File: src/rtl/link_cmd_arb_pkg.sv
package link_cmd_arb_pkg;
    localparam int BUSY_W    = 2;
    localparam logic [BUSY_W-1:0] BUSY_FULL = 2'b11;

    typedef enum logic [1:0] {
        ARB_IDLE = 2'd0,
        ARB_CMD  = 2'd1,
        ARB_NULL = 2'd2
    } arb_kind_e;

    function automatic logic busy_is_full(input logic [BUSY_W-1:0] code);
        return code == BUSY_FULL;
    endfunction
endpackage

File: src/rtl/ext_busy_track.sv
module ext_busy_track
    import link_cmd_arb_pkg::*;
#(
    parameter int NUM_BUF = 2
) (
    input  logic                      clk,
    input  logic                      rst,
    input  logic                      rslt_vld,
    input  logic [NUM_BUF*BUSY_W-1:0] rslt_busy,
    output logic [NUM_BUF-1:0]        full_q
);
    logic [NUM_BUF-1:0] full_d;

    for (genvar b = 0; b < NUM_BUF; b++) begin : g_dec
        assign full_d[b] = busy_is_full(rslt_busy[b*BUSY_W +: BUSY_W]);
    end

    always_ff @(posedge clk) begin
        if (rst) begin
            full_q <= '0;
        end else if (rslt_vld) begin
            full_q <= full_d;
        end
    end
endmodule

File: src/rtl/queue_elig.sv
module queue_elig #(
    parameter int NUM_Q   = 4,
    parameter int NUM_BUF = 2,
    parameter int BIDX_W  = 1
) (
    input  logic [NUM_Q-1:0]        q_trig,
    input  logic [NUM_Q-1:0]        q_empty,
    input  logic [NUM_Q-1:0]        q_head_ext,
    input  logic [NUM_Q*BIDX_W-1:0] q_head_buf,
    input  logic [NUM_BUF-1:0]      buf_full,
    output logic [NUM_Q-1:0]        elig
);
    for (genvar i = 0; i < NUM_Q; i++) begin : g_q
        logic [BIDX_W-1:0] tgt;
        logic              tgt_open;
        assign tgt = q_head_buf[i*BIDX_W +: BIDX_W];
        always_comb begin
            tgt_open = 1'b0;
            for (int b = 0; b < NUM_BUF; b++) begin
                if (tgt == BIDX_W'(b)) tgt_open = !buf_full[b];
            end
        end
        assign elig[i] = q_trig[i] && !q_empty[i] && q_head_ext[i] && tgt_open;
    end
endmodule

File: src/rtl/prio_first.sv
module prio_first #(
    parameter int N     = 4,
    parameter int IDX_W = 2
) (
    input  logic [N-1:0]     req,
    output logic [N-1:0]     grant,
    output logic [IDX_W-1:0] idx,
    output logic             found
);
    always_comb begin
        grant = '0;
        idx   = '0;
        found = 1'b0;
        for (int i = 0; i < N; i++) begin
            if (req[i] && !found) begin
                grant[i] = 1'b1;
                idx      = IDX_W'(i);
                found    = 1'b1;
            end
        end
    end
endmodule

File: src/rtl/link_cmd_arb.sv
module link_cmd_arb
    import link_cmd_arb_pkg::*;
#(
    parameter int NUM_Q   = 4,
    parameter int NUM_BUF = 2,
    parameter int CMD_W   = 16,
    localparam int BIDX_W = (NUM_BUF > 1) ? $clog2(NUM_BUF) : 1,
    localparam int QIDX_W = (NUM_Q > 1) ? $clog2(NUM_Q) : 1
) (
    input  logic                      clk,
    input  logic                      rst,
    input  logic                      link_en,
    input  logic                      link_rdy,
    input  logic [NUM_Q-1:0]          q_trig,
    input  logic [NUM_Q-1:0]          q_empty,
    input  logic [NUM_Q-1:0]          q_head_ext,
    input  logic [NUM_Q*BIDX_W-1:0]   q_head_buf,
    input  logic [NUM_Q*CMD_W-1:0]    q_head_cmd,
    input  logic                      rslt_vld,
    input  logic [NUM_BUF*BUSY_W-1:0] rslt_busy,
    output logic                      tx_wr,
    output logic                      tx_null,
    output logic [CMD_W-1:0]          tx_word,
    output logic [NUM_Q-1:0]          q_pop,
    output logic [NUM_BUF-1:0]        buf_full
);
    logic [NUM_Q-1:0]  elig;
    logic [NUM_Q-1:0]  grant;
    logic [QIDX_W-1:0] win_idx;
    logic              win_found;
    arb_kind_e         kind;

    ext_busy_track #(.NUM_BUF(NUM_BUF)) busy_i (
        .clk       (clk),
        .rst       (rst),
        .rslt_vld  (rslt_vld),
        .rslt_busy (rslt_busy),
        .full_q    (buf_full)
    );

    queue_elig #(.NUM_Q(NUM_Q), .NUM_BUF(NUM_BUF), .BIDX_W(BIDX_W)) elig_i (
        .q_trig     (q_trig),
        .q_empty    (q_empty),
        .q_head_ext (q_head_ext),
        .q_head_buf (q_head_buf),
        .buf_full   (buf_full),
        .elig       (elig)
    );

    prio_first #(.N(NUM_Q), .IDX_W(QIDX_W)) pick_i (
        .req   (elig),
        .grant (grant),
        .idx   (win_idx),
        .found (win_found)
    );

    always_comb begin
        if (!(link_en && link_rdy)) kind = ARB_IDLE;
        else if (win_found)         kind = ARB_CMD;
        else                        kind = ARB_NULL;
    end

    always_ff @(posedge clk) begin
        if (rst) begin
            tx_wr   <= 1'b0;
            tx_null <= 1'b0;
            tx_word <= '0;
            q_pop   <= '0;
        end else begin
            case (kind)
                ARB_CMD: begin
                    tx_wr   <= 1'b1;
                    tx_null <= 1'b0;
                    tx_word <= q_head_cmd[win_idx*CMD_W +: CMD_W];
                    q_pop   <= grant;
                end
                ARB_NULL: begin
                    tx_wr   <= 1'b1;
                    tx_null <= 1'b1;
                    tx_word <= '0;
                    q_pop   <= '0;
                end
                default: begin
                    tx_wr   <= 1'b0;
                    tx_null <= 1'b0;
                    q_pop   <= '0;
                end
            endcase
        end
    end
endmodule

File: config.mk
export PLATFORM = sky130hd
export DESIGN_NAME = link_cmd_arb
export DESIGN_NICKNAME = d
export VERILOG_FILES = /design/src/rtl/link_cmd_arb_pkg.sv /design/src/rtl/ext_busy_track.sv /design/src/rtl/queue_elig.sv /design/src/rtl/prio_first.sv /design/src/rtl/link_cmd_arb.sv
export SDC_FILE = /design/constraint.sdc
export NUM_CORES = 1
export LEC_CHECK = 0
export BUFFER_PORTS_ARGS = -buffer_cell sky130_fd_sc_hd__buf_2
export CAP_MARGIN = 15
export CORE_MARGIN = 3
export CORE_UTILIZATION = 35
export CTS_CLUSTER_DIAMETER = 50
export DETAILED_ROUTE_END_ITERATION = 10
export PLACE_DENSITY = 0.73
export SETUP_SLACK_MARGIN = 0.1
export SLEW_MARGIN = 20
export SYNTH_ARGS = -nofsm -noshare
export SYNTH_HDL_FRONTEND = slang
export SYNTH_SLANG_ARGS = --single-unit
File: constraint.sdc
create_clock -name clk -period 3.2 [get_ports clk]
set_clock_uncertainty 0.2 [all_clocks]
set_input_delay 0.32 -clock clk [delete_from_list [all_inputs] [get_ports clk]]
set_output_delay 0.32 -clock clk [all_outputs]
set_load 0.02 [all_outputs]
==> results.toml <==
[die]
io_pins = 113
die_w_um = 69.1
die_h_um = 69.1
rows = 22
dieArea_um2 = 4770
core_um2 = 3740
start_util_pct = 37.2

[synth]
syn_area_um2 = 1390
synth_nets = 265
ys_types = 30
synth-edff-count = 0
synth_flop_cell = "dfxtp_1"
async_flop_share_pct = 0
ys_warn_count = 0
syn_avg_cell_area_um2 = 7.91
synth-seq-cells = 24
synth_seq_area_share_pct = 34.5
netlist_instances = 176

[global_route]
grt_pass1_vias = 1623
antenna_found_initial = 0
grt_max_degree = 22
grt_usage_pct = 18.4
grt_first_pass_wirelength_mm = 7.45
grt_overflow = 0

[power_and_ir_drop]
p_leak_nw = 0.988
total_power_w = 0.000749
power_switching_w = 0.000193
p_per_area_nw_per_um2 = 372
intPower_w = 0.000556
vdd_drop_max_mv = 0.308
comb_power_share_pct = 22.6
sw_frac_of_total_pct = 25.8
p_seq_share_pct = 42.1
clockPowerShare_pct = 35.3

[drt]
highest-signal-layer = "met4"
drt_pass1_iterations = 4
route.met2.wl_mm = 2.14
via_per_inst = 5.10
drt-met1-wl_mm = 1.93
wl_met3_um = 425
wl_per_cell_um = 13.8
num_vias = 1667
ant_nets = 0
drc = 0
drtIter0Drc = 108
finalWirelength_mm = 4.52

[clocking]
post_cts_buffers = 0
ctsHoldBuffers = 0
clock-sinks = 24
root_buffer = "clkbuf_8"
cts.repair.resized = 0
path_clk_slew_ns = 0.09
worst_skew_pair.late_latency_ns = 0.26
h-tree-depth = 1
cts_max_path_buffers = 2
cts_made_buffers = 3
cts_tree = "built"

[run_status]
status = "completed"

[timing]
slew_headroom_pct = 40.0
hold_viol_final = 0
slew_viol_final = 0
setup-tns-final_ns = 0
setup_viol = 0
fin_hold_ws_ns = 0.0616
rsz0062_at_grt = "false"
worst_pin_slew_ns = 0.900
min_period_ns = 2.28
max_freq_ghz = 0.439
finalCritPeriodShare_pct = 71.3

[worst_setup_path]
worstPathRequired_ns = 3.13
startpoint_type = "flop"
crit_fanout = 21
timing_worst_setup_path_type = "flop to flop"
critPathArrivalTime_ns = 2.21
end_kind = "flop"

[placed_design]
port_buffers = 112
dp_hpwl_mm = 3.53
gp_congestion = 0.815
dpl.cell_count = 323

[finish]
seq_area_um2 = 480
multi_input_area_um2 = 830
antenna_cells = 0
layout-drive-gt1-share_pct = 45.2
finalNonFillerCells = 327
fillers = 377
area_growth_pct = 44.6
nNetsFinal = 369

[flow_run]
cap_violations = 0

[min_path]
min_path_type = "input port to flop"
-- worst max-delay path, stage by stage, from the launching register on --
cell     delay [ns]
dfxtp_1        0.36
mux2_2         0.30
nor3_4         0.60
nor2_1         0.39
nand2_1        0.22
nor2_1         0.06
-- layout make-up --
class / count / area share [%]
repair buffers: 113 / 28.2
inverters: 1 / 0.186
flip-flops and latches: 24 / 23.9
clock buffers: 3 / 2.05
multi-input cells: 137 / 41.2
clock inverters: 1 / 1.49
well taps: 48 / 2.98
-- kinds of logic (layout without fill, tap and decap cells) --
kind of cell | Yosys count | count (layout) | share of synthesized area, %
AO/OA/AOI/OAI | 73 | 73 | 35.0
AND/OR/NAND/NOR | 60 | 60 | 20.9
flip-flops | 24 | 24 | 34.5
buffers and inverters | 15 | 118 | 6.20
multiplexers | 4 | 4 | 3.41
-- flip-flops by register name, indices dropped and copies added (netlist names) --
name,cells
tx_null,1
tx_word,16
q_pop,4
tx_wr,1
busy_i.full_q,2
-- layout by cell type, fill, tap and decap left out --
cell type  instances
buf_2            112
dfxtp_1           24
a21oi_1           22
nand2_1           19
nor2_1            19
o22ai_1           12
o31ai_1           12
a22o_1            12
nand3_1            7
o21ai_0            4
a211o_1            4
a31oi_1            4
clkbuf_8           3
nand3b_1           2
mux2_2             2
nor3_4             2
nor2_2             2
nor3_1             2
nand2b_1           2
a21oi_2            1
mux2i_1            1
nor2b_1            1
mux2_4             1
a311o_1            1
or2_2              1
and3_1             1
or2_1              1
inv_1              1
and2_1             1
o41a_1             1
bufinv_16          1
buf_4              1
-- metrics by stage --
step	util (%)	cell area, um^2	setup slack (ns)
floorplan	-	1390	1.24
global placement	51.9	1940	0.868
detailed placement	51.9	1940	0.846
CTS	53.8	2010	0.932
global route	53.8	2010	0.619
finish	53.8	2010	0.920
-- synthesized netlist by cell type, types with 2 or more instances --
master | count | area share, %
dfxtp_1 | 24 | 35
a21oi_1 | 23 | 8.3
nand2_1 | 19 | 5.1
nor2_1 | 19 | 5.1
a22o_1 | 12 | 7.5
o22ai_1 | 12 | 5.4
o31ai_1 | 12 | 6.5
nand3_1 | 7 | 2.5
buf_2 | 6 | 2.2
clkbuf_1 | 5 | 1.3
a211o_1 | 4 | 2.5
a31oi_1 | 4 | 1.8
o21ai_0 | 4 | 1.4
buf_6 | 3 | 2.4
mux2_2 | 2 | 1.6
nand2b_1 | 2 | 0.90
nand3b_1 | 2 | 1.1
nor2_2 | 2 | 0.90
nor3_1 | 2 | 0.72
nor3_4 | 2 | 2.3
-- worst paths after layout --
kind	from	to	slack, ns	cells past startpoint
hold / removal	rst	busy_i.full_q[1]	0.06	2
hold reg to reg	tx_word[3]	tx_word[3]	0.28	1
setup reg to reg	busy_i.full_q[1]	q_pop[2]	0.92	5
setup / recovery	busy_i.full_q[1]	q_pop[2]	0.92	5
-- routing by layer --
layer	track usage [%]	up-vias
met1	23.3	716
met2	31.1	82
met3	6.12	4
li1	-	865
met4	2.17	0
met5	0	-
-- power by group through the flow --
stage | Sequential, W | Clock [W] | Combinational (W)
2_1_floorplan | 0.000335 | 0 | 0.0000820
3_3_place_gp | 0.000322 | 0 | 0.000169
3_5_place_dp | 0.000323 | 0 | 0.000170
4_1_cts | 0.000316 | 0.000269 | 0.000171
5_1_grt | 0.000317 | 0.000283 | 0.000190
6_report | 0.000316 | 0.000264 | 0.000169
No activity file was read; power rests on OpenSTA's default activity.
